### src/rtl/i2crb_pkg.sv
package i2crb_pkg;

  localparam int BYTE_W = 8;

  typedef enum logic [3:0] {
    ST_IDLE,
    ST_ADDR,
    ST_ADDR_ACK,
    ST_PTR,
    ST_PTR_ACK,
    ST_WDATA,
    ST_WDATA_ACK,
    ST_RDATA,
    ST_RDATA_ACK,
    ST_HALT
  } state_e;

endpackage

### src/rtl/i2crb_busmon.sv
module i2crb_busmon #(
  parameter int SYNC_STAGES = 2
) (
  input  logic clk,
  input  logic rst_n,
  input  logic scl_i,
  input  logic sda_i,
  output logic scl_s,
  output logic sda_s,
  output logic scl_rise,
  output logic scl_fall,
  output logic start_det,
  output logic stop_det
);

  localparam int DEPTH = SYNC_STAGES + 1;

  logic [DEPTH-1:0] scl_sh_q, sda_sh_q;
  logic [DEPTH-1:0] scl_sh_d, sda_sh_d;
  logic             scl_q, sda_q;

  always_comb begin
    scl_sh_d = {scl_sh_q[DEPTH-2:0], scl_i};
    sda_sh_d = {sda_sh_q[DEPTH-2:0], sda_i};
  end

  always_ff @(posedge clk or negedge rst_n) begin
    if (!rst_n) begin
      scl_sh_q <= '1;
      sda_sh_q <= '1;
    end else begin
      scl_sh_q <= scl_sh_d;
      sda_sh_q <= sda_sh_d;
    end
  end

  assign scl_s = scl_sh_q[SYNC_STAGES-1];
  assign sda_s = sda_sh_q[SYNC_STAGES-1];
  assign scl_q = scl_sh_q[SYNC_STAGES];
  assign sda_q = sda_sh_q[SYNC_STAGES];

  assign scl_rise  =  scl_s & ~scl_q;
  assign scl_fall  = ~scl_s &  scl_q;
  assign start_det =  scl_s &  scl_q &  sda_q & ~sda_s;
  assign stop_det  =  scl_s &  scl_q & ~sda_q &  sda_s;

endmodule

### src/rtl/i2crb_regfile.sv
module i2crb_regfile #(
  parameter int NREGS = 10,
  parameter int AW    = 4
) (
  input  logic                          clk,
  input  logic                          rst_n,
  input  logic                          wr_en,
  input  logic [AW-1:0]                 wr_addr,
  input  logic [i2crb_pkg::BYTE_W-1:0]  wr_data,
  input  logic [AW-1:0]                 rd_addr,
  output logic [i2crb_pkg::BYTE_W-1:0]  rd_data,
  output logic [NREGS*i2crb_pkg::BYTE_W-1:0] regs_o
);

  localparam int BW = i2crb_pkg::BYTE_W;

  logic [BW-1:0] bank_q [NREGS];

  for (genvar g = 0; g < NREGS; g++) begin : g_reg
    logic hit;
    assign hit = wr_en && (wr_addr == AW'(g));

    always_ff @(posedge clk or negedge rst_n) begin
      if (!rst_n) begin
        bank_q[g] <= '0;
      end else if (hit) begin
        bank_q[g] <= wr_data;
      end
    end

    assign regs_o[g*BW +: BW] = bank_q[g];
  end

  always_comb begin
    rd_data = '0;
    for (int i = 0; i < NREGS; i++) begin
      if (rd_addr == AW'(i)) rd_data = bank_q[i];
    end
  end

endmodule

### src/rtl/i2crb_engine.sv
module i2crb_engine
  import i2crb_pkg::*;
#(
  parameter logic [6:0] DEV_ADDR = 7'h4D,
  parameter int         AW       = 4
) (
  input  logic              clk,
  input  logic              rst_n,
  input  logic              scl_rise,
  input  logic              scl_fall,
  input  logic              sda_s,
  input  logic              start_det,
  input  logic              stop_det,
  input  logic [BYTE_W-1:0] rd_data,
  output logic              wr_en,
  output logic [AW-1:0]     wr_addr,
  output logic [BYTE_W-1:0] wr_data,
  output logic [AW-1:0]     ptr_o,
  output logic              sda_oe,
  output state_e            state_o
);

  localparam logic [AW-1:0]     PTR_MAX  = '1;
  localparam logic [BYTE_W-1:0] PTR_CAP  = BYTE_W'(PTR_MAX);
  localparam logic [2:0]        LAST_BIT = 3'd7;

  state_e            state_q, state_d;
  logic [2:0]        bitcnt_q, bitcnt_d;
  logic [BYTE_W-1:0] shreg_q, shreg_d;
  logic [BYTE_W-1:0] txbuf_q, txbuf_d;
  logic [AW-1:0]     ptr_q, ptr_d;
  logic              full_q, full_d;
  logic              hi_q, hi_d;
  logic              rw_q, rw_d;
  logic              match_q, match_d;
  logic              preset_q, preset_d;
  logic              mack_q, mack_d;
  logic              oe_q, oe_d;
  logic [BYTE_W-1:0] byte_in;
  logic              byte_end;

  function automatic logic [AW-1:0] sat_inc(input logic [AW-1:0] p);
    return (p == PTR_MAX) ? p : p + 1'b1;
  endfunction

  assign byte_in  = {shreg_q[BYTE_W-2:0], sda_s};
  assign byte_end = scl_rise && !full_q && (bitcnt_q == LAST_BIT);

  always_comb begin
    state_d  = state_q;
    bitcnt_d = bitcnt_q;
    shreg_d  = shreg_q;
    txbuf_d  = txbuf_q;
    ptr_d    = ptr_q;
    full_d   = full_q;
    hi_d     = hi_q;
    rw_d     = rw_q;
    match_d  = match_q;
    preset_d = preset_q;
    mack_d   = mack_q;
    oe_d     = oe_q;
    wr_en    = 1'b0;
    wr_addr  = ptr_q;
    wr_data  = byte_in;

    if (start_det) begin
      state_d  = ST_ADDR;
      bitcnt_d = '0;
      full_d   = 1'b0;
      oe_d     = 1'b0;
    end else if (stop_det) begin
      state_d  = ST_IDLE;
      bitcnt_d = '0;
      full_d   = 1'b0;
      oe_d     = 1'b0;
      preset_d = 1'b0;
    end else begin
      unique case (state_q)
        ST_IDLE: begin
          oe_d = 1'b0;
        end

        ST_HALT: begin
          oe_d = 1'b0;
        end

        ST_ADDR, ST_PTR, ST_WDATA: begin
          if (scl_rise && !full_q) begin
            shreg_d  = byte_in;
            bitcnt_d = bitcnt_q + 3'd1;
          end
          if (byte_end) begin
            full_d = 1'b1;
            if (state_q == ST_ADDR) begin
              match_d = (byte_in[BYTE_W-1:1] == DEV_ADDR);
              rw_d    = byte_in[0];
              if ((byte_in[BYTE_W-1:1] == DEV_ADDR) && byte_in[0] && !preset_q)
                ptr_d = '0;
            end else if (state_q == ST_PTR) begin
              ptr_d    = (byte_in > PTR_CAP) ? PTR_MAX : byte_in[AW-1:0];
              preset_d = 1'b1;
            end else begin
              wr_en = 1'b1;
              ptr_d = sat_inc(ptr_q);
            end
          end
          if (scl_fall && full_q) begin
            full_d   = 1'b0;
            hi_d     = 1'b0;
            bitcnt_d = '0;
            if (state_q == ST_ADDR) begin
              if (match_q) begin
                state_d = ST_ADDR_ACK;
                oe_d    = 1'b1;
              end else begin
                state_d = ST_HALT;
                oe_d    = 1'b0;
              end
            end else if (state_q == ST_PTR) begin
              state_d = ST_PTR_ACK;
              oe_d    = 1'b1;
            end else begin
              state_d = ST_WDATA_ACK;
              oe_d    = 1'b1;
            end
          end
        end

        ST_ADDR_ACK, ST_PTR_ACK, ST_WDATA_ACK: begin
          if (scl_rise) hi_d = 1'b1;
          if (scl_fall && hi_q) begin
            hi_d     = 1'b0;
            bitcnt_d = '0;
            oe_d     = 1'b0;
            if (state_q == ST_ADDR_ACK && rw_q) begin
              state_d = ST_RDATA;
              txbuf_d = rd_data;
              oe_d    = ~rd_data[BYTE_W-1];
            end else if (state_q == ST_ADDR_ACK) begin
              state_d = ST_PTR;
            end else begin
              state_d = ST_WDATA;
            end
          end
        end

        ST_RDATA: begin
          if (scl_fall) begin
            if (bitcnt_q == LAST_BIT) begin
              state_d  = ST_RDATA_ACK;
              bitcnt_d = '0;
              hi_d     = 1'b0;
              oe_d     = 1'b0;
              ptr_d    = sat_inc(ptr_q);
            end else begin
              bitcnt_d = bitcnt_q + 3'd1;
              txbuf_d  = {txbuf_q[BYTE_W-2:0], 1'b0};
              oe_d     = ~txbuf_q[BYTE_W-2];
            end
          end
        end

        ST_RDATA_ACK: begin
          if (scl_rise) begin
            hi_d   = 1'b1;
            mack_d = ~sda_s;
          end
          if (scl_fall && hi_q) begin
            hi_d = 1'b0;
            if (mack_q) begin
              state_d  = ST_RDATA;
              bitcnt_d = '0;
              txbuf_d  = rd_data;
              oe_d     = ~rd_data[BYTE_W-1];
            end else begin
              state_d = ST_HALT;
              oe_d    = 1'b0;
            end
          end
        end

        default: begin
          state_d = ST_IDLE;
          oe_d    = 1'b0;
        end
      endcase
    end
  end

  always_ff @(posedge clk or negedge rst_n) begin
    if (!rst_n) begin
      state_q  <= ST_IDLE;
      bitcnt_q <= '0;
      shreg_q  <= '0;
      txbuf_q  <= '0;
      ptr_q    <= '0;
      full_q   <= 1'b0;
      hi_q     <= 1'b0;
      rw_q     <= 1'b0;
      match_q  <= 1'b0;
      preset_q <= 1'b0;
      mack_q   <= 1'b0;
      oe_q     <= 1'b0;
    end else begin
      state_q  <= state_d;
      bitcnt_q <= bitcnt_d;
      shreg_q  <= shreg_d;
      txbuf_q  <= txbuf_d;
      ptr_q    <= ptr_d;
      full_q   <= full_d;
      hi_q     <= hi_d;
      rw_q     <= rw_d;
      match_q  <= match_d;
      preset_q <= preset_d;
      mack_q   <= mack_d;
      oe_q     <= oe_d;
    end
  end

  assign ptr_o   = ptr_q;
  assign sda_oe  = oe_q;
  assign state_o = state_q;

endmodule

### src/rtl/i2c_regbank_target.sv
module i2c_regbank_target
  import i2crb_pkg::*;
#(
  parameter logic [6:0] DEV_ADDR    = 7'h4D,
  parameter int         NREGS       = 10,
  parameter int         AW          = 4,
  parameter int         SYNC_STAGES = 2
) (
  input  logic                      clk,
  input  logic                      rst_n,
  input  logic                      scl_i,
  input  logic                      sda_i,
  output logic                      sda_oe_o,
  output logic [NREGS*BYTE_W-1:0]   regs_o
);

  logic              scl_s, sda_s, scl_rise, scl_fall, start_det, stop_det;
  logic              wr_en;
  logic [AW-1:0]     wr_addr, ptr;
  logic [BYTE_W-1:0] wr_data, rd_data;
  state_e            eng_state;

  i2crb_busmon #(.SYNC_STAGES(SYNC_STAGES)) u_busmon (
    .clk       (clk),
    .rst_n     (rst_n),
    .scl_i     (scl_i),
    .sda_i     (sda_i),
    .scl_s     (scl_s),
    .sda_s     (sda_s),
    .scl_rise  (scl_rise),
    .scl_fall  (scl_fall),
    .start_det (start_det),
    .stop_det  (stop_det)
  );

  i2crb_engine #(.DEV_ADDR(DEV_ADDR), .AW(AW)) u_engine (
    .clk       (clk),
    .rst_n     (rst_n),
    .scl_rise  (scl_rise),
    .scl_fall  (scl_fall),
    .sda_s     (sda_s),
    .start_det (start_det),
    .stop_det  (stop_det),
    .rd_data   (rd_data),
    .wr_en     (wr_en),
    .wr_addr   (wr_addr),
    .wr_data   (wr_data),
    .ptr_o     (ptr),
    .sda_oe    (sda_oe_o),
    .state_o   (eng_state)
  );

  i2crb_regfile #(.NREGS(NREGS), .AW(AW)) u_regfile (
    .clk     (clk),
    .rst_n   (rst_n),
    .wr_en   (wr_en),
    .wr_addr (wr_addr),
    .wr_data (wr_data),
    .rd_addr (ptr),
    .rd_data (rd_data),
    .regs_o  (regs_o)
  );

endmodule

### config.mk
export PLATFORM = sky130hd
export DESIGN_NAME = i2c_regbank_target
export DESIGN_NICKNAME = d
export VERILOG_FILES = /design/src/rtl/i2crb_pkg.sv /design/src/rtl/i2crb_busmon.sv /design/src/rtl/i2crb_regfile.sv /design/src/rtl/i2crb_engine.sv /design/src/rtl/i2c_regbank_target.sv
export SDC_FILE = /design/constraint.sdc
export NUM_CORES = 1
export LEC_CHECK = 0
export CAP_MARGIN = 20
export CORE_MARGIN = 8
export CORE_UTILIZATION = 58
export DETAILED_ROUTE_END_ITERATION = 8
export DONT_BUFFER_PORTS = 1
export PLACE_DENSITY = 0.83
export SYNTH_ARGS = -nofsm -noshare
export SYNTH_HDL_FRONTEND = slang
export SYNTH_SLANG_ARGS = --single-unit
### constraint.sdc
create_clock -name clk -period 2.4 [get_ports clk]
set_clock_uncertainty 0.2 [all_clocks]
set_input_delay 0.6 -clock clk [delete_from_list [all_inputs] [get_ports clk]]
set_output_delay 0.6 -clock clk [all_outputs]
set_load 0.02 [all_outputs]
## After elaboration in Yosys (flattened, before gate mapping)

Index checks and enable logic that the tools add are counted.
Widths: inputs -> output; s select.

- Flip-flop bits (word level): 118

- Add/sub/neg operators: 2
- $lt $le $gt $ge: 1
- Equality and inequality tests: 41
- Multiplexer cells: 84
- Bitwise logic cells: 15
- Reductions and logical operators: 45

Operator list:

| operator | number |
|---|---|
| $mux 8 | 10 |
| $mux 4 | 19 |
| $mux 7 | 6 |
| $eq 4x3->1 const B | 8 |
| $mux 1 | 32 |
| $mux 3 | 10 |
| $ne 4x3->1 const B | 6 |
| $pmux 7 s3 | 1 |
| $eq 4x4->1 const B | 5 |
| $pmux 4 s5 | 1 |
| $logic_and 1x1->1 | 17 |
| $eq 4x2->1 const B | 4 |
| $ne 2x1->1 const B | 8 |
| $reduce_and 7->1 | 2 |
| $pmux 3 s4 | 1 |
| $reduce_and 4->1 | 3 |
| $reduce_and 6->1 | 2 |
| $reduce_and 5->1 | 2 |
| $reduce_and 9->1 | 1 |
| $reduce_bool 3->1 | 3 |
| $eq 4x1->1 const B | 2 |
| $gt 8x4->1 const B | 1 |
| $logic_not 4->1 | 2 |
| $not 1->1 | 8 |
| other kinds (21) | 34 |

## Logic depth before layout (Yosys ltp)

- Depth after elaboration: 17
- Depth in mapped cells: 10

## By module

A second synthesis with hierarchy kept.

- Cells, all modules: 564
- Area total of the unflattened synthesis: 6451.2 µm²

Modules (own cells, without submodules):

| module | times used | cells an instance | area an instance (µm²) |
|---|---|---|---|
| i2crb_regfile | 1 | 319 | 4061.4 |
| i2crb_engine | 1 | 235 | 2199.6 |
| i2crb_busmon | 1 | 10 | 190.2 |

## Least setup slack after synthesis

No wires, ideal clock.

- Kind: reg2reg
- From: register u_busmon.scl_sh_q[1]
- To: register u_regfile.bank_q (netlist bit u_regfile.regs_o[16])
- Library setup time: 128 ps
- Arrival time: 2162 ps
- Path slack: -90 ps
- Stages on the path, launching flop included: 7
- Path buffers: 0
- Clock period less this slack: 2490 ps
- Cells stage by stage: dfstp_2 > nor3b_2 > nand2_1 > nor4_2 > nor3b_2 > nand2_1 > mux2_1

- Cells in the longest elaborated chain, start to end: 8
- Elaborated cells on any way between the ends: 13
- Those cells by class: 4 x mux; 6 x bitwise; 3 x reduce/logical

RTL lines:

| element | RTL line | text |
|---|---|---|
| from (decl) | i2crb_busmon.sv:18 | `logic [DEPTH-1:0] scl_sh_q, sda_sh_q;` |
| from (signal assigned) | i2crb_busmon.sv:32 | `scl_sh_q <= scl_sh_d;` |
| $and 1x1->1 | i2crb_busmon.sv:42 | `assign scl_rise = scl_s & ~scl_q;` |
| $logic_and 1x1->1 (2 in series) | i2crb_engine.sv:47 | `assign byte_end = scl_rise && !full_q && (bitcnt_q == LAST_BIT);` |
| $mux 1 | i2crb_engine.sv:92 | `if (byte_end) begin` |
| $mux 1 | i2crb_engine.sv:78 | `unique case (state_q)` |
| $mux 1 | i2crb_engine.sv:71 | `end else if (stop_det) begin` |
| $mux 1 * | i2crb_engine.sv:66 | `if (start_det) begin` |
| $logic_and 1x1->1 * | i2crb_regfile.sv:21 | `assign hit = wr_en && (wr_addr == AW'(g));` |
| to (signal, indexed assignment) | i2crb_regfile.sv:27 | `bank_q[g] <= wr_data;` |
| to (decl) | i2crb_regfile.sv:17 | `logic [BW-1:0] bank_q [NREGS];` |

Mark *: on every way between the ends. The rest lies on a longest branch, timed or not.
A chain may end at the register's enable or synchronous reset.

## Worst setup path after layout

Same ends and word-level chain as after synthesis.

==> out/metrics.cfg <==
[setup_path]
crit_required_ns=2.60
worstRegToRegCells=7
worstSetupPathType=register to register
crit_fanout=8
critPathArrivalTime_ns=2.64
r2r_end=u_regfile.regs_o[16]$_DFFE_PN0P_
critPathLaunchType=register
r2r_start=u_busmon.scl_sh_q[1]$_DFF_PN1_
r2r_setup_slack_ns=-0.04
critPathCaptureType=register
critPathLaunch=u_busmon.scl_sh_q[1]$_DFF_PN1_
cp-endpoint=u_regfile.regs_o[16]$_DFFE_PN0P_

[layout]
final_util_pct=71.2
antenna_cells_inserted=0
drive_gt1_share_pct=34.1
final_cells=749
layout.nets=610
fin_area_um2=7250
area_growth_pct=20.5

[power]
pwr-share-seq_pct=28.2
switching_share_pct=39.2
p_comb_share_pct=42.7
internal_power_mw=5.31
leakage_nw=3.33
clockPowerShare_pct=29.1
p_total_mw=8.73
ir_worst_vdd_uv=648
p_per_area_nw_per_um2=1200
power_switching_mw=3.42

[clock_network]
cts_root_buf=clkbuf_8
tritoncts=done
htree_levels=4
clk_latency_ns=0.52
clkTransAtPathRegs_ns=0.06
cts.sinks=118
clock_path_buffers=2
cts_hold_buf=2
cts_inserted_buffers=17

[placed_design]
io_buffers=0
place_hpwl_um=12200
gp_congestion=0.933
place_ws_ns=-0.0632
placedCellCount=709
dpl-instance-area_um2=6420

[global_routing]
overflow=0
grt_max_degree=119
first_global_vias=4938
grt_antenna_before_repair=0
grt_pass1_wl_um=28200
globalRouteTotalUtil_pct=25.8

[logic_synthesis]
ys_seq_area_share_pct=49.2
ys_async_sr_fraction_pct=100
netlist_area_um2=6020
yosysWarnings=0
ys_types=55
synth_seq_cells=118
synth_ff_type=dfrtp_1
synth_nets=577
syn_area_per_cell_um2=10.6
postSynthCellCount=567
synth_enable_flop_cells=0

[timing]
rsz0062_at_grt=yes
maxSlewViolCount=0
finalSetupViolCount=9
hold_viol=118
relSlewSlack_pct=68.0
tightest_slew_ns=0.476
setup_slack_ns=-0.0375
max_freq_mhz=410
final.setup.tns_ns=-0.134
min_period_ns=2.44
fin_crit_sh_pct=102
hold_ws_ns=-0.427

[drt]
drt_first_pass_iters=5
remaining_drc_errors=0
final_antenna_net_count=0
viasPerCell=6.69
vias=5008
totalWireLength_um=18200
wl_per_cell_um=24.3
drt_iter0_drc=574

[floorplanning]
rows=37
core_area_um2=10200
pin_count=85
start_util_pct=59.1
dieWidth_um=118
die_area_um2=13900
die_height_um=118

[run_status]
failed_checks=negative hold slack, negative setup slack
status=complete, but fails checks

[worst_hold_path]
hp-class=input port to asynchronous set/reset pin

[run]
maxCapViolCount=0

## metal layers
layer	vias to the layer above	track usage, %	routed length, um
met5	-	0	0
met4	0	8.57	261
met3	28	10.7	1860
met2	277	39.5	8540
met1	2540	32.5	7510
li1	2163	-	-
## worst min-delay path by stage
stage,startpoint,end,depth (start not counted)
floorplan,rst_n,u_engine.bitcnt_q[0]$_DFFE_PN0P_,0
finish,rst_n,u_engine.bitcnt_q[0]$_DFFE_PN0P_,0
CTS,rst_n,u_engine.bitcnt_q[0]$_DFFE_PN0P_,0
global route,rst_n,u_engine.sda_oe$_DFFE_PN0P_,0
detailed placement,rst_n,u_engine.mack_q$_DFFE_PN0P_,0
global placement,rst_n,u_engine.bitcnt_q[1]$_DFFE_PN0P_,0
## state kept, by name (all words and copies together), names as in the netlist
signal and count:
u_busmon.scl_sh_q 3, u_regfile.regs_o 80, u_engine.state_o 4, u_engine.shreg_q 7, u_engine.bitcnt_q 3, u_engine.rw_q 1
u_engine.preset_q 1, u_busmon.sda_sh_q 3, u_engine.hi_q 1, u_engine.full_q 1, u_engine.mack_q 1, u_engine.match_q 1
u_engine.sda_oe 1, u_engine.ptr_o 4, u_engine.txbuf_q 7
## cells by family (layout without fill, tap and decap cells)
kind of cell	count (synthesis)	in the layout	synth area share (%)
mux	93	93	17.3
xor+xnor	2	2	0.291
flops	118	118	49.2
buf+inv	50	96	3.12
simple gates	149	149	13.1
compound gates	149	149	15.8
fa+ha+maj	6	6	1.25
## worst max-delay path, stage by stage (launching register included)
cell     delay [ns]
dfstp_2        0.53
nor3b_4        0.20
nand2_2        0.11
nor4_4         0.36
nor3b_4        0.34
buf_6          0.17
nand2_4        0.10
mux2_4         0.31
## area by class of cell
class,count,area (um2)
Clock buffer,21,439
Clock inverter,11,150
Fill cell,731,2930
Inverter,12,45.0
Multi-Input combinational cell,399,3060
Sequential cell,118,2960
Tap cell,136,170
Timing Repair Buffer,52,428
## cells in the final DEF, fill, tap and decap left out, types with 10 or more instances in the layout
cell type  synthesis  final
clkbuf_16          0     16
buf_4              0     46
o31ai_1           17     17
nand2_1           44     34
dfrtp_1          112    111
nor2_1            22     22
nor3_1            13     13
nand3b_1          10     10
o22ai_1           17     14
mux2_2            87     87
inv_1             12     12
a21oi_1           53     53
nor2b_1           20     18
o21ai_0           19     19
## power groups by stage
stage	Combinational (mW)	Clock [mW]	Sequential, mW
2_1_floorplan	2.24	0	2.40
3_3_place_gp	3.27	0	2.46
3_5_place_dp	3.36	0	2.48
4_1_cts	3.43	2.55	2.45
5_1_grt	3.96	2.65	2.49
6_report	3.72	2.54	2.46
## cell usage after synthesis, types with 2 or more instances
cell type | count | area, um2
o221ai_1 | 5 | 43.8
a211oi_1 | 5 | 37.5
nor3_1 | 13 | 65.1
nor2b_1 | 20 | 125
a21oi_1 | 53 | 265
a221oi_1 | 5 | 43.8
o21a_1 | 3 | 22.5
o31ai_1 | 17 | 128
mux2i_1 | 4 | 40.0
nand2b_1 | 8 | 50.1
a2bb2oi_1 | 2 | 17.5
nor3b_1 | 2 | 15.0
and3b_1 | 2 | 17.5
a31oi_1 | 4 | 25.0
mux2_2 | 87 | 980
ha_1 | 6 | 75.1
or3_1 | 3 | 18.8
nand3b_1 | 10 | 75.1
o32a_1 | 2 | 20.0
or2_2 | 3 | 18.8
and2_1 | 4 | 25.0
o22ai_1 | 17 | 106
dfstp_2 | 6 | 158
dfrtp_1 | 112 | 2800
nand2_1 | 44 | 165
nor3b_2 | 2 | 25.0
mux2_1 | 2 | 22.5
o211ai_1 | 2 | 15.0
o32ai_1 | 3 | 26.3
clkbuf_1 | 37 | 139
inv_1 | 12 | 45.0
nor4_1 | 2 | 12.5
o21ai_0 | 19 | 95.1
nor2_1 | 22 | 82.6
nand3_1 | 9 | 45.0
## timing repair
| action | in CTS | in global routing |
|---|---|---|
| setup buffers | 0 | 6 |
| resized for setup | 6 | 33 |
| hold endpoints to repair | 120 | 118 |
| pin swaps | 0 | 4 |
| setup endpoints to repair | 37 | 69 |
(Power assumes the default switching activity.)
